===== src/rtl/adc_seq_pkg.sv =====
package adc_seq_pkg;
  typedef enum logic [2:0] {
    MODE_FIX_ONE   = 3'd0,
    MODE_FIX_LOOP  = 3'd1,
    MODE_SCAN_ONE  = 3'd2,
    MODE_SCAN_LOOP = 3'd3,
    MODE_DUAL      = 3'd4,
    MODE_STEP      = 3'd5
  } seq_mode_e;

  typedef enum logic [1:0] {
    ENG_IDLE  = 2'd0,
    ENG_SAMP  = 2'd1,
    ENG_TRIAL = 2'd2
  } eng_state_e;
endpackage


===== src/rtl/adc_seq_chsel.sv =====
module adc_seq_chsel
  import adc_seq_pkg::*;
#(
  parameter int N_CH = 8,
  parameter int CH_W = $clog2(N_CH)
) (
  input  logic [2:0]      mode,
  input  logic [CH_W-1:0] cur,
  input  logic [CH_W-1:0] sel_a,
  input  logic [CH_W-1:0] sel_b,
  input  logic [N_CH-1:0] en,
  output logic [CH_W-1:0] first_ch,
  output logic [CH_W-1:0] next_ch,
  output logic            pass_end
);
  logic [CH_W-1:0] low_ch, hi_ch;
  logic            hi_ok;

  // lowest enabled channel and lowest enabled channel above cur
  always_comb begin
    low_ch = '0;
    hi_ch  = '0;
    hi_ok  = 1'b0;
    for (int i = N_CH - 1; i >= 0; i--) begin
      if (en[i]) low_ch = CH_W'(i);
      if (en[i] && (i > int'(cur))) begin
        hi_ch = CH_W'(i);
        hi_ok = 1'b1;
      end
    end
  end

  always_comb begin
    first_ch = sel_a;
    next_ch  = sel_a;
    pass_end = 1'b1;
    case (mode)
      MODE_SCAN_ONE, MODE_SCAN_LOOP: begin
        first_ch = low_ch;
        next_ch  = hi_ok ? hi_ch : low_ch;
        pass_end = ~hi_ok;
      end
      MODE_DUAL: begin
        next_ch = (cur == sel_a) ? sel_b : sel_a;
      end
      default: ;
    endcase
  end
endmodule


===== src/rtl/adc_seq_sar.sv =====
module adc_seq_sar
  import adc_seq_pkg::*;
#(
  parameter int RES_W = 10,
  parameter int CH_W  = 3
) (
  input  logic             clk,
  input  logic             rst_n,
  input  logic             go,
  input  logic [CH_W-1:0]  go_ch,
  input  logic             cmp_in,
  output logic             sh_pulse,
  output logic [RES_W-1:0] dac_code,
  output logic [CH_W-1:0]  mux_sel,
  output logic             conv_last,
  output logic [RES_W-1:0] conv_result
);
  localparam int BW = $clog2(RES_W);

  eng_state_e       st_q, st_d;
  logic [BW-1:0]    bit_q, bit_d;
  logic [RES_W-1:0] code_q, code_d, kept;
  logic [CH_W-1:0]  ch_q;
  logic             ch_en;

  assign sh_pulse    = (st_q == ENG_SAMP);
  assign mux_sel     = ch_q;
  assign dac_code    = (st_q == ENG_TRIAL) ? (code_q | (RES_W'(1) << bit_q)) : '0;
  assign kept        = cmp_in ? dac_code : code_q;
  assign conv_last   = (st_q == ENG_TRIAL) && (bit_q == '0);
  assign conv_result = kept;

  always_comb begin
    st_d   = st_q;
    bit_d  = bit_q;
    code_d = code_q;
    ch_en  = 1'b0;
    case (st_q)
      ENG_IDLE: if (go) begin
        st_d  = ENG_SAMP;
        ch_en = 1'b1;
      end
      ENG_SAMP: begin
        st_d   = ENG_TRIAL;
        bit_d  = BW'(RES_W - 1);
        code_d = '0;
      end
      ENG_TRIAL: begin
        code_d = kept;
        if (bit_q == '0) begin
          st_d  = go ? ENG_SAMP : ENG_IDLE;
          ch_en = go;
        end else begin
          bit_d = bit_q - 1'b1;
        end
      end
      default: st_d = ENG_IDLE;
    endcase
  end

  always_ff @(posedge clk or negedge rst_n) begin
    if (!rst_n) begin
      st_q   <= ENG_IDLE;
      bit_q  <= '0;
      code_q <= '0;
      ch_q   <= '0;
    end else begin
      st_q   <= st_d;
      bit_q  <= bit_d;
      code_q <= code_d;
      if (ch_en) ch_q <= go_ch;
    end
  end
endmodule


===== src/rtl/adc_seq_bank.sv =====
module adc_seq_bank #(
  parameter int RES_W = 10,
  parameter int N_CH  = 8,
  parameter int CH_W  = $clog2(N_CH)
) (
  input  logic             clk,
  input  logic             rst_n,
  input  logic             wr_en,
  input  logic [CH_W-1:0]  wr_ch,
  input  logic [RES_W-1:0] wr_data,
  input  logic [CH_W-1:0]  rd_ch,
  output logic [RES_W-1:0] rd_data
);
  logic [RES_W-1:0] regs_q [N_CH];

  for (genvar g = 0; g < N_CH; g++) begin : g_slot
    always_ff @(posedge clk or negedge rst_n) begin
      if (!rst_n) regs_q[g] <= '0;
      else if (wr_en && (wr_ch == CH_W'(g))) regs_q[g] <= wr_data;
    end
  end

  assign rd_data = regs_q[rd_ch];
endmodule


===== src/rtl/adc_seq_top.sv =====
module adc_seq_top
  import adc_seq_pkg::*;
#(
  parameter int RES_W = 10,
  parameter int N_CH  = 8,
  parameter int CH_W  = $clog2(N_CH)
) (
  input  logic             clk,
  input  logic             rst_n,
  input  logic [2:0]       cfg_mode,
  input  logic [N_CH-1:0]  ch_enable,
  input  logic [CH_W-1:0]  sel_a,
  input  logic [CH_W-1:0]  sel_b,
  input  logic             start,
  input  logic             stop,
  input  logic             done_clr,
  input  logic [CH_W-1:0]  rd_ch,
  output logic [RES_W-1:0] rd_data,
  output logic             busy,
  output logic             done_irq,
  output logic [CH_W-1:0]  mux_sel,
  output logic             sh_pulse,
  output logic [RES_W-1:0] dac_code,
  input  logic             cmp_in
);
  // reset: asserted asynchronously, released on the clock
  logic [1:0] rst_sync_q;
  logic       rst_int_n;
  always_ff @(posedge clk or negedge rst_n) begin
    if (!rst_n) rst_sync_q <= 2'b00;
    else        rst_sync_q <= {rst_sync_q[0], 1'b1};
  end
  assign rst_int_n = rst_sync_q[1];

  logic [2:0]       mode_q, mode_eff;
  logic             run_q, run_d, stop_q, stop_d, done_q, done_d;
  logic             start_ok, keep_going, done_set, go, is_scan, repeats;
  logic [CH_W-1:0]  first_ch, next_ch, go_ch;
  logic             pass_end, conv_last;
  logic [RES_W-1:0] conv_result;

  assign mode_eff = run_q ? mode_q : cfg_mode;

  adc_seq_chsel #(.N_CH(N_CH), .CH_W(CH_W)) chsel_i (
    .mode(mode_eff), .cur(mux_sel), .sel_a(sel_a), .sel_b(sel_b),
    .en(ch_enable), .first_ch(first_ch), .next_ch(next_ch), .pass_end(pass_end)
  );

  adc_seq_sar #(.RES_W(RES_W), .CH_W(CH_W)) sar_i (
    .clk(clk), .rst_n(rst_int_n), .go(go), .go_ch(go_ch), .cmp_in(cmp_in),
    .sh_pulse(sh_pulse), .dac_code(dac_code), .mux_sel(mux_sel),
    .conv_last(conv_last), .conv_result(conv_result)
  );

  adc_seq_bank #(.RES_W(RES_W), .N_CH(N_CH), .CH_W(CH_W)) bank_i (
    .clk(clk), .rst_n(rst_int_n), .wr_en(conv_last), .wr_ch(mux_sel),
    .wr_data(conv_result), .rd_ch(rd_ch), .rd_data(rd_data)
  );

  // run control
  always_comb begin
    is_scan    = (mode_q == MODE_SCAN_ONE) || (mode_q == MODE_SCAN_LOOP);
    repeats    = (mode_q == MODE_FIX_LOOP) || (mode_q == MODE_SCAN_LOOP) ||
                 (mode_q == MODE_DUAL) || ((mode_q == MODE_SCAN_ONE) && !pass_end);
    start_ok   = !run_q && start && (ch_enable != '0);
    keep_going = conv_last && !stop_q && !stop && repeats;
    go         = start_ok || keep_going;
    go_ch      = start_ok ? first_ch : next_ch;
    done_set   = conv_last && (!is_scan || pass_end);

    run_d = run_q;
    if (start_ok) run_d = 1'b1;
    else if (conv_last && !keep_going) run_d = 1'b0;

    stop_d = stop_q;
    if (start_ok) stop_d = 1'b0;
    else if (run_q && stop) stop_d = 1'b1;

    done_d = done_q;
    if (done_set) done_d = 1'b1;
    else if (done_clr) done_d = 1'b0;
  end

  always_ff @(posedge clk or negedge rst_int_n) begin
    if (!rst_int_n) begin
      mode_q <= 3'd0;
      run_q  <= 1'b0;
      stop_q <= 1'b0;
      done_q <= 1'b0;
    end else begin
      if (start_ok) mode_q <= cfg_mode;
      run_q  <= run_d;
      stop_q <= stop_d;
      done_q <= done_d;
    end
  end

  assign busy     = run_q;
  assign done_irq = done_q;
endmodule


===== config.mk =====
export PLATFORM = sky130hd
export DESIGN_NAME = adc_seq_top
export DESIGN_NICKNAME = d
export VERILOG_FILES = /design/src/rtl/adc_seq_pkg.sv /design/src/rtl/adc_seq_chsel.sv /design/src/rtl/adc_seq_sar.sv /design/src/rtl/adc_seq_bank.sv /design/src/rtl/adc_seq_top.sv
export SDC_FILE = /design/constraint.sdc
export NUM_CORES = 1
export LEC_CHECK = 0
export ABC_CLOCK_PERIOD_IN_PS = 3700
export CELL_PAD_IN_SITES_DETAIL_PLACEMENT = 0
export CELL_PAD_IN_SITES_GLOBAL_PLACEMENT = 1
export CORE_UTILIZATION = 47
export CTS_BUF_LIST = sky130_fd_sc_hd__clkbuf_8
export CTS_CLUSTER_DIAMETER = 50
export CTS_CLUSTER_SIZE = 10
export DETAILED_ROUTE_END_ITERATION = 16
export GPL_TIMING_DRIVEN = 0
export HOLD_SLACK_MARGIN = 0.06
export MAX_ROUTING_LAYER = met4
export PLACE_DENSITY_LB_ADDON = 0.1
export SLEW_MARGIN = 15
export SYNTH_ARGS = -nofsm -noshare
export SYNTH_HDL_FRONTEND = slang
export SYNTH_SLANG_ARGS = --single-unit

===== constraint.sdc =====
create_clock -name clk -period 3.7 [get_ports clk]
set_input_delay 0.74 -clock clk [delete_from_list [all_inputs] [get_ports clk]]
set_output_delay 0.74 -clock clk [all_outputs]
set_load 0.05 [all_outputs]

==> results.md <==
Outcome:
- The flow ran to the end, and the final reports show no timing, DRC or antenna violations.

Pwr:
- Summed over all nets, the switching power comes to 1.35 mW.
- Summed over all cells, the static leakage comes to 2.57 nW.
- The switching power as a share of total power is 36.4%.
- Per report_power, the clock group accounts for 19.1% of the total.
- IR analysis of the VDD net gives a maximum drop of 0.301 mV.
- The power per cell area is 585 nW/µm².
- Of the total power, combinational logic draws 36.9%.
- The power consumption is 3.72 mW.
- Cell internal power was estimated by the tool at 2.36 mW.
- The sequential group share of total power is 44.0%.

Placement:
- In this run the cell area measured after placement is 6160 µm².
- Once detailed placement completed, the half-perimeter wirelength came to 9.28 mm.
- Buffers placed on the I/O ports in this run total 48.
- The number of placed instances, taps included is 716.
- The worst setup timing slack at the placement stage is 0.114 ns.
- The final weighted congestion of routability-driven global placement is 0.832.

Synthesis:
- Of all flip-flops after synthesis, the portion carrying an async set or reset was 100%.
- The number of library cell types mapped by synthesis is 59.
- Among all flip-flop cells after synthesis, the most frequent one is sky130_fd_sc_hd__dfrtp_1.
- The mapped netlist covers 5470 µm².
- The cell count after synthesis is 524.
- The average cell area after synthesis is 10.4 µm².
- The flop and latch count out of synthesis is 107.
- Summing the sequential cell areas from Yosys gives 49.0% of the chip area.
- Counting flops with a built-in enable in the synthesized netlist gives 0.
- Yosys printed 0 warnings.
- The number of nets handed over by synthesis was 559.

Floorplan:
- The area enclosed by the die boundary is 12100 µm².
- The initial cell density of the core is 48.1%.
- The number of ports placed on the die boundary is 52.
- The die extent in x is 110 µm.
- The floorplan has 39 rows.
- In this run the standard cell core region covers 11400 µm².
- Measured along the y axis, the die boundary spans 110 µm.

Routing:
- The total detailed-routing wirelength is 12.8 mm.
- The first detailed-routing pass ran for 5 iterations.
- The overall via count from detail_route is 4043.
- The final routed DRC violation total is 0.
- The via count normalized by instance count is 5.52.
- The routed length per instance is 17.5 µm.
- The final antenna-violating net count is 0.
- The detailed router finished its first iteration with 261 violations.

STA:
- The number of max-slew violations in the final report is 0.
- For the pin with the worst max-slew slack, the measured transition is 0.878 ns.
- The number of hold violations in the final report is 0.
- The final setup violation count is 0.
- The final critical delay including setup and external delays is 3.53 ns.
- The final worst-path cycle share is 95.3%.
- The maximum operating frequency is 284 MHz.
- Setup total negative slack on the finished layout was measured at 0 ns.
- Across all hold checks on the routed design, the worst slack comes to 0.342 ns.
- The remaining max-slew budget at the tightest pin is 39.8%.
- Setup repair after global routing left no endpoint under its margin.
- The clock tree skew after final layout is 0.00921 ns.
- The final critical-path setup slack is 0.175 ns.

Worst setup path:
- The cell type with the highest occurrence count on the critical path is sky130_fd_sc_hd__clkdlybuf4s50_1.
- The critical setup path kind is input pin to primary output.
- Of all nets on the critical path, the largest fanout is 10.
- The largest single stage delay on the critical path is 0.71 ns.
- The slowest stage of the critical path belongs to the cell sky130_fd_sc_hd__clkdlybuf4s50_1.
- The critical path required time is 2.96 ns.
- The type of destination of the critical path is a primary output.
- The endpoint arrival time on the critical path is 2.79 ns.
- The signal on the critical path passes through clkdlybuf4s50_1, clkbuf_1, mux2_2, clkdlybuf4s50_1.
- The critical path startpoint category is an input pin.

Global route:
- The via count of the first global-routing pass is 4088.
- The total congestion overflow is 0.
- The pin count of the biggest net entering global routing is 64.
- In the global route stage, overall resource usage came out at 24.5%.
- The initial antenna violation count is 0.
- The first global-routing pass estimated 21.2 mm of wire.

Clock tree:
- The total clock buffers created by CTS is 9.
- The post-CTS setup buffer count is 0.
- Clock-pin slew was measured on the worst setup and hold paths at 0.10 ns.
- The number of buffers inserted for hold repair after clock tree synthesis is 0.
- The root buffer cell chosen for the clock tree is sky130_fd_sc_hd__clkbuf_8.
- The H-tree depth is 3.
- The source-to-sink clock delay at the later pin of the worst-skew pair is 0.38 ns.
- Counting along the longest clock path gives a buffer depth of 2.
- The number of clock sinks is 107.
- The CTS tree is built.
- The count of cells resized by post-cts repair is 0.

Cells and area:
- Of the cells placed in the final design, the portion with a size suffix greater than 1 is 13.2%.
- The multi-input combinational cells in the finished layout cover a total of 2550 µm².
- The combined flip-flop and latch cell area is 2680 µm².
- In the final design database the tool counted 619 nets.
- The filler cells instantiated in the layout total 1025.
- In the layout the commonest cells are sky130_fd_sc_hd__dfrtp_1, sky130_fd_sc_hd__nor2_1, sky130_fd_sc_hd__a21oi_1.
- At the end of the flow the core is filled with cells to 55.9%.
- The repair_antennas step left the layout with diodes totalling 0.
- From synthesis to final layout, the design area changed by 16.2%.
- The most frequent standard cell in the layout excluding fill and tap cells is sky130_fd_sc_hd__dfrtp_1.
- The finished cells cover 6350 µm².
- The finished layout holds 732 standard cells, fillers aside.

Run:
- The max-capacitance violation count is 0.

Min path:
- The classification of the worst-slack hold path is register to async pin.
## Yosys cell counts (4+ instances only)
cell / instances / area share, %
sky130_fd_sc_hd__ha_1: 9 / 2.1
sky130_fd_sc_hd__nand3_1: 4 / 0.37
sky130_fd_sc_hd__nand2_1: 50 / 3.4
sky130_fd_sc_hd__nor2b_1: 13 / 1.5
sky130_fd_sc_hd__mux2i_1: 16 / 2.9
sky130_fd_sc_hd__mux4_2: 20 / 8.2
sky130_fd_sc_hd__dfrtp_1: 107 / 49
sky130_fd_sc_hd__nand2b_1: 4 / 0.46
sky130_fd_sc_hd__inv_1: 24 / 1.6
sky130_fd_sc_hd__o22ai_1: 13 / 1.5
sky130_fd_sc_hd__nor2_1: 54 / 3.7
sky130_fd_sc_hd__mux2_2: 13 / 2.7
sky130_fd_sc_hd__o21ai_0: 50 / 4.6
sky130_fd_sc_hd__clkbuf_1: 15 / 1.0
sky130_fd_sc_hd__a21oi_1: 53 / 4.9
sky130_fd_sc_hd__nand3b_1: 6 / 0.82
sky130_fd_sc_hd__buf_2: 6 / 0.55
sky130_fd_sc_hd__buf_4: 9 / 1.2
sky130_fd_sc_hd__xnor2_1: 4 / 0.64
## final timing paths
| check | startpoint | end | slack [ns] | cells after the start |
|---|---|---|---|---|
| max in group asynchronous | rst_sync_q[1]$_DFF_PN0_ | bank_i.regs_q[42]$_DFFE_PN0P_ | 2.64 | 1 |
| min reg2reg | rst_sync_q[1]$_DFF_PN0_ | bank_i.regs_q[59]$_DFFE_PN0P_ | 0.34 | 0 |
| min | rst_sync_q[1]$_DFF_PN0_ | bank_i.regs_q[59]$_DFFE_PN0P_ | 0.34 | 0 |
| max | rd_ch[2] | rd_data[4] | 0.17 | 4 |
| max reg2reg | sar_i.st_q[0]$_DFFE_PN0P_ | bank_i.regs_q[69]$_DFFE_PN0P_ | 1.33 | 9 |
| min in group clk | rst_sync_q[0]$_DFF_PN0_ | rst_sync_q[1]$_DFF_PN0_ | 0.36 | 0 |
## power by group through the flow
stage | Clock [mW] | Sequential, mW | Combinational [mW]
global route | 0.780 | 1.67 | 1.53
global placement | 0 | 1.65 | 1.33
finish | 0.710 | 1.63 | 1.37
CTS | 0.739 | 1.63 | 1.38
detailed placement | 0 | 1.66 | 1.37
floorplan | 0 | 1.67 | 0.974
## cells by family after synthesis
group / Yosys count / share of synthesized area (%)
buffers and inverters: 54 / 4.46
other: 1 / 0.0686
multiplexers: 52 / 14.5
flip-flops: 107 / 49.0
adder cells (fa/ha/maj): 9 / 2.06
AO/OA/AOI/OAI: 145 / 15.6
AND/OR/NAND/NOR: 151 / 13.6
XOR/XNOR: 5 / 0.801
## layer usage
metal	global-route usage [%]	up-vias	share of wire (%)
li1	-	1969	-
met1	31.5	1975	46
met2	38.2	84	48
met3	5.87	15	4.2
met4	7.90	0	1.4
met5	-	-	0
## layout make-up
cell class / count / area share [%]
sequential: 107 / 42.2
multi-input combinational: 363 / 40.1
timing repair buffer: 49 / 8.00
tap: 143 / 2.82
buffer: 30 / 2.42
clock buffer: 10 / 2.17
inverter: 24 / 1.42
clock inverter: 6 / 0.886
## flip-flops by register name, indices dropped and copies added (netlist names)
register       count
rst_sync_q         2
done_irq           1
sar_i.st_q         2
sar_i.code_q      10
bank_i.regs_q     80
stop_q             1
sar_i.bit_q        4
busy               1
sar_i.mux_sel      3
mode_q             3
## critical path: cells and delay by family
family | cells | cell delay (ns)
multiplexers | 1 | 0.40
buffers and inverters | 3 | 1.64
(Power assumes the default switching activity.)
